File: src/rtl/fcmp_pkg.sv
package fcmp_pkg;

    localparam int unsigned FP_EXP_W  = 8;
    localparam int unsigned FP_FRAC_W = 23;
    localparam int unsigned FP_W      = FP_EXP_W + FP_FRAC_W + 1;
    localparam int unsigned PRED_W    = 3;

    // Code values are fixed: callers encode the predicate as an immediate.
    typedef enum logic [PRED_W-1:0] {
        PRED_EQ    = 3'd0,
        PRED_LT    = 3'd1,
        PRED_LE    = 3'd2,
        PRED_UNORD = 3'd3,
        PRED_NEQ   = 3'd4,
        PRED_NLT   = 3'd5,
        PRED_NLE   = 3'd6,
        PRED_ORD   = 3'd7
    } pred_e;

    // Ordering predicates flag any NaN, the others flag signaling NaNs only.
    function automatic logic pred_traps_qnan(input pred_e p);
        return (p == PRED_LT) || (p == PRED_LE) ||
               (p == PRED_NLT) || (p == PRED_NLE);
    endfunction

endpackage

File: src/rtl/fcmp_classify.sv
module fcmp_classify #(
    parameter int unsigned EXP_W  = fcmp_pkg::FP_EXP_W,
    parameter int unsigned FRAC_W = fcmp_pkg::FP_FRAC_W,
    localparam int unsigned W     = EXP_W + FRAC_W + 1,
    localparam int unsigned MAG_W = EXP_W + FRAC_W
) (
    input  logic [W-1:0]     op,
    output logic             sign,
    output logic [MAG_W-1:0] mag,
    output logic             is_nan,
    output logic             is_snan,
    output logic             is_zero
);
    logic [EXP_W-1:0]  exp_f;
    logic [FRAC_W-1:0] frac_f;
    logic              exp_max;

    always_comb begin
        sign    = op[W-1];
        mag     = op[MAG_W-1:0];
        exp_f   = op[MAG_W-1:FRAC_W];
        frac_f  = op[FRAC_W-1:0];
        exp_max = &exp_f;
        is_nan  = exp_max && (|frac_f);
        // quiet bit is the top fraction bit
        is_snan = is_nan && !frac_f[FRAC_W-1];
        is_zero = (mag == '0);
    end
endmodule

File: src/rtl/fcmp_order.sv
module fcmp_order #(
    parameter int unsigned MAG_W = fcmp_pkg::FP_EXP_W + fcmp_pkg::FP_FRAC_W
) (
    input  logic             sign_a,
    input  logic [MAG_W-1:0] mag_a,
    input  logic             zero_a,
    input  logic             sign_b,
    input  logic [MAG_W-1:0] mag_b,
    input  logic             zero_b,
    output logic             a_eq_b,
    output logic             a_lt_b
);
    // Valid only for non-NaN operands; NaN handling lives in the selector.
    logic both_zero;
    logic mag_lt;
    logic mag_gt;

    always_comb begin
        both_zero = zero_a && zero_b;
        mag_lt    = mag_a < mag_b;
        mag_gt    = mag_a > mag_b;
        a_eq_b    = both_zero || ((sign_a == sign_b) && (mag_a == mag_b));
        unique case ({sign_a, sign_b})
            2'b00:   a_lt_b = mag_lt;
            2'b11:   a_lt_b = mag_gt;
            2'b10:   a_lt_b = !both_zero;
            default: a_lt_b = 1'b0;
        endcase
    end
endmodule

File: src/rtl/fcmp_pred_sel.sv
module fcmp_pred_sel
    import fcmp_pkg::*;
(
    input  pred_e pred,
    input  logic  unord,
    input  logic  any_snan,
    input  logic  a_eq_b,
    input  logic  a_lt_b,
    output logic  hit,
    output logic  raise_inv
);
    logic ord_eq;
    logic ord_lt;
    logic ord_le;

    always_comb begin
        ord_eq = !unord && a_eq_b;
        ord_lt = !unord && a_lt_b;
        ord_le = ord_eq || ord_lt;
        unique case (pred)
            PRED_EQ:    hit = ord_eq;
            PRED_LT:    hit = ord_lt;
            PRED_LE:    hit = ord_le;
            PRED_UNORD: hit = unord;
            PRED_NEQ:   hit = !ord_eq;
            PRED_NLT:   hit = !ord_lt;
            PRED_NLE:   hit = !ord_le;
            default:    hit = !unord;
        endcase
        raise_inv = pred_traps_qnan(pred) ? unord : any_snan;
    end
endmodule

File: src/rtl/fcmp_unit.sv
module fcmp_unit
    import fcmp_pkg::*;
#(
    parameter int unsigned EXP_W   = FP_EXP_W,
    parameter int unsigned FRAC_W  = FP_FRAC_W,
    parameter bit          REG_OUT = 1'b1,
    localparam int unsigned W      = EXP_W + FRAC_W + 1,
    localparam int unsigned MAG_W  = EXP_W + FRAC_W,
    localparam int unsigned N_OPS  = 2
) (
    input  logic                clk,
    input  logic                rst_n,
    input  logic [W-1:0]        op_a,
    input  logic [W-1:0]        op_b,
    input  logic [PRED_W-1:0]   pred,
    output logic [W-1:0]        mask,
    output logic                invalid
);
    typedef struct packed {
        logic [W-1:0] mask;
        logic         invalid;
    } result_t;

    logic [W-1:0]     ops     [N_OPS];
    logic             sgn     [N_OPS];
    logic [MAG_W-1:0] mag     [N_OPS];
    logic             nan_f   [N_OPS];
    logic             snan_f  [N_OPS];
    logic             zero_f  [N_OPS];

    logic    a_eq_b;
    logic    a_lt_b;
    logic    hit;
    logic    raise_inv;
    result_t res_d;
    result_t res_q;

    assign ops[0] = op_a;
    assign ops[1] = op_b;

    for (genvar i = 0; i < N_OPS; i++) begin : g_cls
        fcmp_classify #(.EXP_W(EXP_W), .FRAC_W(FRAC_W)) u_cls (
            .op      (ops[i]),
            .sign    (sgn[i]),
            .mag     (mag[i]),
            .is_nan  (nan_f[i]),
            .is_snan (snan_f[i]),
            .is_zero (zero_f[i])
        );
    end

    fcmp_order #(.MAG_W(MAG_W)) u_ord (
        .sign_a (sgn[0]),
        .mag_a  (mag[0]),
        .zero_a (zero_f[0]),
        .sign_b (sgn[1]),
        .mag_b  (mag[1]),
        .zero_b (zero_f[1]),
        .a_eq_b (a_eq_b),
        .a_lt_b (a_lt_b)
    );

    fcmp_pred_sel u_sel (
        .pred      (pred_e'(pred)),
        .unord     (nan_f[0] || nan_f[1]),
        .any_snan  (snan_f[0] || snan_f[1]),
        .a_eq_b    (a_eq_b),
        .a_lt_b    (a_lt_b),
        .hit       (hit),
        .raise_inv (raise_inv)
    );

    always_comb begin
        res_d         = '0;
        res_d.mask    = {W{hit}};
        res_d.invalid = raise_inv;
    end

    if (REG_OUT) begin : g_reg
        always_ff @(posedge clk) begin
            if (!rst_n) res_q <= '0;
            else        res_q <= res_d;
        end
    end else begin : g_comb
        assign res_q = res_d;
    end

    assign mask    = res_q.mask;
    assign invalid = res_q.invalid;
endmodule

File: config.mk
export PLATFORM = sky130hd
export DESIGN_NAME = fcmp_unit
export DESIGN_NICKNAME = d
export VERILOG_FILES = /design/src/rtl/fcmp_pkg.sv /design/src/rtl/fcmp_classify.sv /design/src/rtl/fcmp_order.sv /design/src/rtl/fcmp_pred_sel.sv /design/src/rtl/fcmp_unit.sv
export SDC_FILE = /design/constraint.sdc
export NUM_CORES = 1
export LEC_CHECK = 0
export BUFFER_PORTS_ARGS = -buffer_cell sky130_fd_sc_hd__buf_2
export CAP_MARGIN = 20
export CORE_ASPECT_RATIO = 1.75
export CORE_MARGIN = 5
export CORE_UTILIZATION = 39
export CTS_CLUSTER_DIAMETER = 80
export DETAILED_ROUTE_END_ITERATION = 10
export PLACE_DENSITY_LB_ADDON = 0.1
export SETUP_SLACK_MARGIN = 0.15
export SYNTH_ARGS = -nofsm -noshare
export SYNTH_HDL_FRONTEND = slang
export SYNTH_SLANG_ARGS = --single-unit
File: constraint.sdc
create_clock -name clk -period 2.3 [get_ports clk]
set_clock_uncertainty 0.15 [all_clocks]
set_input_delay 0.46 -clock clk [delete_from_list [all_inputs] [get_ports clk]]
set_output_delay 0.46 -clock clk [all_outputs]
set_load 0.01 [all_outputs]
== After elaboration in Yosys (flattened, before gate mapping) ==
Cells that the tools add are included.
W data, S select, Z words.

* Logic and storage cells: 47
* Memories kept: 0
* Bits in latches: 0
* Memory bits (read-only): 0
* Register bits: 2
* Input port bits: 69
* Memory bits (writable): 0

* Equal/unequal tests: 10
* Multipliers: 0
* Shifts and indexed selects: 0
* Mux-type cells: 3
* Divide/modulo/power cells: 0
* Magnitude comparators: 2
* Add/subtract/negate cells: 0
* Reductions and logical operators: 30
* Bitwise logic cells: 0

{| class="wikitable"
|+ Operators by type and width
! kind !! count
|-
| $logic_not A31 Y1 || 2
|-
| $reduce_or A23 Y1 || 2
|-
| $eq A31 B31 Y1 || 1
|-
| $gt A31 B31 Y1 || 1
|-
| $lt A31 B31 Y1 || 1
|-
| $reduce_and A8 Y1 || 2
|-
| $eq A3 B3 Y1 const B || 3
|-
| $logic_and A1 B1 Y1 || 8
|-
| $logic_not A1 Y1 || 7
|-
| $logic_or A1 B1 Y1 || 7
|-
| $pmux W1 S7 || 1
|-
| $eq A3 B2 Y1 const B || 2
|-
| $eq A2 B2 Y1 const B || 2
|-
| $eq A3 B1 Y1 const B || 1
|-
| $logic_not A3 Y1 || 1
|-
| $pmux W1 S3 || 1
|-
| $logic_not A2 Y1 || 1
|-
| $eq A1 B1 Y1 || 1
|-
| $mux W1 || 1
|}

== Logic depth before layout (Yosys ltp) ==
Gate-level depths: netlist of the first run.

* Depth after elaboration: 8
* Gate-level depth with buffers: 9
* Depth with buffers taken out: 9

== Hierarchy ==
From an unflattened synthesis of the first run, not the netlist that was laid out.

* Cells, all modules: 259
* Area, all modules: 1955.6 µm²

{| class="wikitable"
|+ Modules (own cells, without submodules)
! module !! times used !! seq. area each (µm²) !! cells an instance !! area an instance (µm²)
|-
| fcmp_order || 1 || 0.0 || 121 || 893.4
|-
| fcmp_classify || 2 || 0.0 || 47 || 347.8
|-
| fcmp_unit || 1 || 40.0 || 37 || 297.8
|-
| fcmp_pred_sel || 1 || 0.0 || 7 || 68.8
|}

== Worst setup path before layout of the first run ==
OpenSTA, ideal clock, no wires.

* Path type: input -> register
* Start point: input port op_b[8]
* End point: register mask[0] (netlist name)
* Cell stages on the path: 9
* Required time: 2063 ps
* Data arrival time: 2097 ps
* Setup time: 87 ps
* Buffers on the path: 0
* Setup slack: -34 ps
* Cell sequence: inv_1 > ha_1 > a211oi_2 > o21ai_1 > o2111ai_1 > o21ai_1 > o31a_1 > o31a_1 > nor4b_2

* Word-level cells in the longest chain between the ends: 8

{| class="wikitable"
|+ RTL lines
! what !! line !! text
|-
| from (decl) || fcmp_unit.sv:14 || <nowiki>input logic [W-1:0] op_b,</nowiki>
|-
| parallel branches: the longest is 7 deep, another holds $gt A31 B31 Y1 || n/a ||
|-
| $pmux W1 S7 * || fcmp_pred_sel.sv:20 || <nowiki>unique case (pred)</nowiki>
|}

Every way passes the cells marked *.
A chain may end at the register's enable or synchronous reset.

== Final worst setup path of the first run ==
* Start point: input port op_b[2]
* End point: register mask[0] (netlist name)

* Word-level cells in the longest chain between the ends: 8

{| class="wikitable"
|+ RTL lines
! what !! line
|-
| parallel branches: the longest is 7 deep, another holds $gt A31 B31 Y1 || n/a
|-
| $pmux W1 S7 * || fcmp_pred_sel.sv:20
|}

Marked as above.

==> impl_results.md, run 1 <==
* Fillcell total at about 340
* Predominant post-synthesis flop cell: dfxtp_1
* Max incr delay on CP at just over 0.4 ns
* End of the worst hold path: invalid$_SDFF_PN0_
* CTS HTree Levels at 1
* Failing checks: negative setup slack
* Net switching power at 0.2753 mW
* Worst Hold Depth at 2
* Routing usage on met2 at 46.66%
* Gr ovfl total at 0
* Normalized max-slew margin at between 50% and 60%
* Sequential area share after synthesis at around 2.6%
* Root Buffer: clkbuf_8
* Core area at around 3800 um2
* Placed Cells at about 360
* Post-route ant nets at 0
* Status: complete, but fails checks
* Max Clock Freq at approximately 0.42 GHz
* Worst Max-Slew Pin Slew at 0.6463 ns
* GRT busiest layer: met2
* Final instance area at around 2600 um2
* Sw Ratio at 40.99%
* Vias in the first global route at about 2100
* VDD IR max at between 0.15 and 0.2 mV
* IO buf count at 101
* Drt drc at 0
* Post-synth top area share at roughly 29%
* Clock-pin slew on the worst setup and hold paths at ~0.030 ns
* Global-route wire length before repair at 8769 um
* Die X at 57.10 um
* Flops & latches, synth at 2
* # rows at 30
* Pleak at between 1 and 1.5 nW
* Total CTS buffers at 3
* Reg power frac at between 6 and 7%
* Die area at 5277 um2
* EDFF count, synth at 0
* Fraction of layout cells with a size suffix above 1 at 61.51%
* Top post-synthesis cells by area: ha_1, buf_4, inv_1
* CP Data Required Time at approximately 2.2 ns
* CP Capture Type: flip-flop
* CP max FO at 3
* Initial antenna violation count at 0
* Post-synth ARST share at 0%
* GRT met3 Usage at 2.650%
* PD cells at between 200 and 300 nW/um2
* Combinational fraction of design power at 71.7%
* Final WL at 5663 um
* Cell area after synthesis at approximately 1500 um2
* Final min period at 2.404 ns
* Via count at between 1500 and 2000
* CTS tree: done
* Placed wire-length estimate at roughly 4800 um
* Worst hold slack at between 0.3 and 0.4 ns
* Post-Layout Cell Count at roughly 370
* RSZ-0062 raised after global routing: true
* Chip height at about 90 um
* Maxcap violations at 0
* Slew Viols, Final at 0
* Syn_nets at slightly above 300
* Total track usage at between 20% and 30%
* CP arrival at about 2.3 ns
* CP bufs+invs at 3
* Pin count of the biggest net entering global routing at 33
* Synth Warn # at 0
* Clock share of power at 21.4%
* Met1 usage at ~16%
* GPL Wtd Cong at 0.8324
* Critical path type: primary input to flip-flop
* Area Overhead vs Synth at 69.59%
* Starting Density at approximately two fifths
* Crit-path cells: buf_2, inv_1, ha_1, a21oi_2, a21oi_2, o2111ai_2, o21ai_2, buf_4, o31a_1, nor4_1, nor4b_2
* CP max stage cell: nor4_1
* Startpoint types: primary input
* Post-CTS Hold Buffers at 0
* Synth Area per Inst at ~7.3 um2
* Routed length per instance at 15.52 um
* Post-synth top area cell: ha_1
* NumNets Final at 423
* Place WS at -0.3663 ns
* Setup violations, final at 1
* Yosys cell types at 38
* Top delay family on crit path: compound AO/OA/AOI/OAI gates
* HP Class: primary input to flip-flop
* Hold path startpoint: rst_n
* First-pass iteration count of the detailed router at 4
* Fin crit share at 104.5%
* Initial DRC Count at 36
* Area after DPL at between 2000 and 2500 um2
* Design Power at roughly 0.67 mW
* Total negative slack at -0.1038 ns
* Internal power at 0.3964 mW
* Final Util at approximately two thirds
* Post-synthesis cell count at 206
* Ports at just over 100
* N_diodes at 0
* Final Hold Fails at 0
* Via density at around 5.2
* CTS max path bufs at 2
* Sink Count at 2
* Most used cell along the critical path: a21oi_2
* Final worst slack at -0.1038 ns
kinds of logic after synthesis:
family / after synthesis / synth area share, %
adders and majority gates: 35 / 28.93
AOI/OAI and AO/OA: 40 / 16.86
xor gates and xnor gates: 2 / 1.157
buffers and inverters: 66 / 24.05
DFF: 2 / 2.645
and+or+nand+nor: 61 / 26.36
cell type report:
type / instances / area (um2) / area share (%)
clock buffers: 3 / 41.29 / 1.608
inverters: 35 / 138.9 / 5.409
multi-input cells: 138 / 1420 / 55.31
flip-flops and latches: 2 / 40.04 / 1.559
well taps: 48 / 60.06 / 2.339
repair buffers: 139 / 867.1 / 33.77
repair_timing:
action / in CTS / in global routing
hold endpoints to repair: 0 / 0
resized for setup: 50 / 2
endpoints found under the setup margin: 1 / 1
pin swaps: 19 / 1
buffers inserted: 6 / 0
worst max-delay path by stage:
| stage | from | to | slack (ns) | depth (start not counted) |
|---|---|---|---|---|
| detailed placement | op_b[14] | mask[0]$_SDFF_PN0_ | -0.37 | 10 |
| floorplan | op_b[18] | mask[0]$_SDFF_PN0_ | 0.06 | 9 |
| CTS | op_b[30] | mask[0]$_SDFF_PN0_ | -0.07 | 10 |
| finish | op_b[2] | mask[0]$_SDFF_PN0_ | -0.10 | 11 |
| global route | op_b[2] | mask[0]$_SDFF_PN0_ | -0.22 | 11 |
| global placement | op_b[14] | mask[0]$_SDFF_PN0_ | -0.36 | 10 |
registers in the layout (all words and copies together), names as in the netlist:
name,count
mask,1
invalid,1
power by group through the flow:
stage	clock [mW]	combinational (mW)	sequential [mW]
final	0.144	0.482	0.0466
after global routing	0.149	0.528	0.0494
after CTS	0.145	0.480	0.0470
after detailed placement	0	0.401	0.0474
after global placement	0	0.397	0.0467
after floorplan	0	0.258	0.0495
synth_stat cells (2+ instances only):
library cell / instances
ha_1: 35
inv_1: 35
buf_4: 31
nor4_1: 15
a21oi_1: 14
nand4_1: 12
nand2_1: 8
nor2_1: 6
o21ai_1: 6
nor3_1: 4
o21ai_0: 4
nand3_1: 3
nand4_2: 3
a211oi_2: 2
dfxtp_1: 2
nor4_2: 2
o31a_1: 2
xnor2_1: 2
cells in the final DEF (no fill, tap or decap), types with 2 or more instances in the layout:
cell type | synthesis | layout
a21oi_2 | 1 | 3
ha_1 | 35 | 15
o21ai_0 | 4 | 4
buf_6 | 0 | 9
o31a_1 | 2 | 2
a211oi_2 | 2 | 3
buf_2 | 0 | 90
buf_8 | 0 | 2
clkbuf_8 | 0 | 3
ha_4 | 0 | 20
nand2_1 | 8 | 8
dfxtp_1 | 2 | 2
o21ai_1 | 6 | 5
inv_1 | 35 | 20
nand4_1 | 12 | 12
nor2_1 | 6 | 6
inv_4 | 0 | 3
nor4_2 | 2 | 2
a21oi_1 | 14 | 12
xnor2_1 | 2 | 2
nand3_1 | 3 | 3
inv_2 | 0 | 12
nor4b_2 | 1 | 2
nor3_1 | 4 | 4
buf_4 | 31 | 38
nor4_1 | 15 | 15
nand4_4 | 0 | 3
routing by layer:
layer | vias to the layer above | part of all wire (%)
met3 | 17 | 5.6
met2 | 79 | 62
met4 | 0 | 3.5
met5 | - | 0
li1 | 946 | -
met1 | 872 | 29
No activity file was read; power rests on OpenSTA's default activity.
==> run 2, diff against run 1 <==
--- a/config.mk
+++ b/config.mk
@@ -14,6 +14,7 @@
 export DETAILED_ROUTE_END_ITERATION = 10
 export PLACE_DENSITY_LB_ADDON = 0.1
 export SETUP_SLACK_MARGIN = 0.15
+export SKIP_LAST_GASP = 1
 export SYNTH_ARGS = -nofsm -noshare
 export SYNTH_HDL_FRONTEND = slang
 export SYNTH_SLANG_ARGS = --single-unit
==> impl_results.md, run 2 (synthesized netlist as in run 1, its figures left out) <==
* Status: complete, but fails checks
* Failing checks: negative setup slack
* Final worst slack at -0.1245 ns
* Post-route ant nets at 0
* CP Capture Type: flip-flop
* Worst Hold Depth at 2
* Area of the multi-input gates at ~1400 um2
* Die area at roughly 5300 um2
* Commonest non-fill, non-tap cell in the layout: buf_2
* Drt drc at 0
* Most frequent cells in the layout: buf_2, buf_4, inv_1, ha_4
* Die X at 57.10 um
* CP Data Required Time at 2.24 ns
* Total negative slack at -0.1245 ns
* Place WS at -0.3663 ns
* Fin crit share at 105.4%
* HP Class: primary input to flip-flop
* Post-CTS Hold Buffers at 0
* CTS max path bufs at 2
* CP max FO at 2
* Worst Max-Slew Pin Slew at 0.6463 ns
* Global-route wire length before repair at approximately 8800 um
* Startpoint types: primary input
* Routed length per instance at between 15 and 20 um
* Max Clock Freq at approximately 0.41 GHz
* Slew Viols, Final at 0
* Pin count of the biggest net entering global routing at 33
* Chip height at around 92 um
* CP arrival at roughly 2.4 ns
* CTS HTree Levels at 1
* PD cells at approximately 260 nW/um2
* Pleak at ~1.3 nW
* Maxcap violations at 0
* CTS tree: done
* Gr ovfl total at 0
* GPL Wtd Cong at roughly 0.83
* Fraction of layout cells with a size suffix above 1 at ~61%
* N_diodes at 0
* Area Overhead vs Synth at 69.59%
* Setup violations, final at 1
* Critical path type: primary input to flip-flop
* Via density at ~5.2
* Via count at around 1900
* RSZ-0062 raised after global routing: true
* Normalized max-slew margin at 56.86%
* Storage element area at ~40 um2
* Ports at about 100
* Starting Density at approximately two fifths
* Core area at 3829 um2
* Placed wire-length estimate at between 4000 and 5000 um
* First-pass iteration count of the detailed router at 4
* Clock-pin slew on the worst setup and hold paths at 0.03 ns
* Fillcell total at 339
* Total track usage at 21.26%
* # rows at 30
* Vias in the first global route at 2078
* Initial DRC Count at 36
* IO buf count at approximately 100
* Final min period at ~2.4 ns
* Critical Path End: mask[0]$_SDFF_PN0_
* Final WL at 5663 um
* Root Buffer: clkbuf_8
* VDD IR max at ~0.20 mV
* Final Hold Fails at 0
* NumNets Final at between 400 and 500
* Sink Count at 2
* Total CTS buffers at 3
* Setup crit start: op_a[6]
* Initial antenna violation count at 0
[run 2: worst min path at each step]
stage,slack (ns),start,endpoint
floorplan,0.43,rst_n,invalid$_SDFF_PN0_
global placement,0.54,rst_n,invalid$_SDFF_PN0_
detailed placement,0.54,rst_n,invalid$_SDFF_PN0_
CTS,0.32,rst_n,invalid$_SDFF_PN0_
global route,0.33,rst_n,invalid$_SDFF_PN0_
finish,0.32,rst_n,invalid$_SDFF_PN0_
[run 2: power by group]
part	total (mW)	internal [mW]	switching, mW
clock	0.144	0.111	0.0325
combinational	0.481	0.248	0.233
sequential	0.0466	0.0369	0.00962
total	0.672	0.396	0.275
[run 2: final cells by class]
type                       count  share of cell area, %
multi-input combinational    138                  55.31
inverter                      35                  5.409
clock buffer                   3                  1.608
timing repair buffer         139                  33.77
tap                           48                  2.339
sequential                     2                  1.559
[run 2: critical path: stages]
cell	delay, ns
buf_2	0.11
ha_1	0.29
nand4_1	0.13
buf_4	0.13
a21oi_2	0.03
o2111ai_2	0.23
o21ai_2	0.10
buf_4	0.14
o31a_1	0.24
nor4_1	0.41
nor4b_2	0.09
[run 2: metrics by stage]
stage / power (mW) / cell area [um2] / hold slack (ns) / utilization (%) / instances
2_1_floorplan: 0.3077 / 1612 / 0.4275 / - / 206
3_3_place_gp: 0.4436 / 2185 / 0.5430 / 57.06 / 356
3_5_place_dp: 0.4480 / 2185 / 0.5400 / 57.06 / 356
4_1_cts: 0.6719 / 2567 / 0.3201 / 67.06 / 365
5_1_grt: 0.7261 / 2567 / 0.3263 / 67.06 / 365
6_report: 0.6715 / 2567 / 0.3221 / 67.06 / 365
[run 2: per-layer routing]
metal / global-route usage [%] / routed length, um / vias to the layer above
met1: 16.14 / 1652 / 874
met5: 0 / 0 / -
met3: 2.650 / 318 / 17
li1: - / - / 944
met4: 11.22 / 199 / 0
met2: 46.66 / 3492 / 81
[run 2: repair_timing]
action / 4_1_cts / 5_1_grt
buffers inserted: 6 / 0
resized for setup: 50 / 0
pin swaps: 19 / 0
setup endpoints to repair: 1 / 1
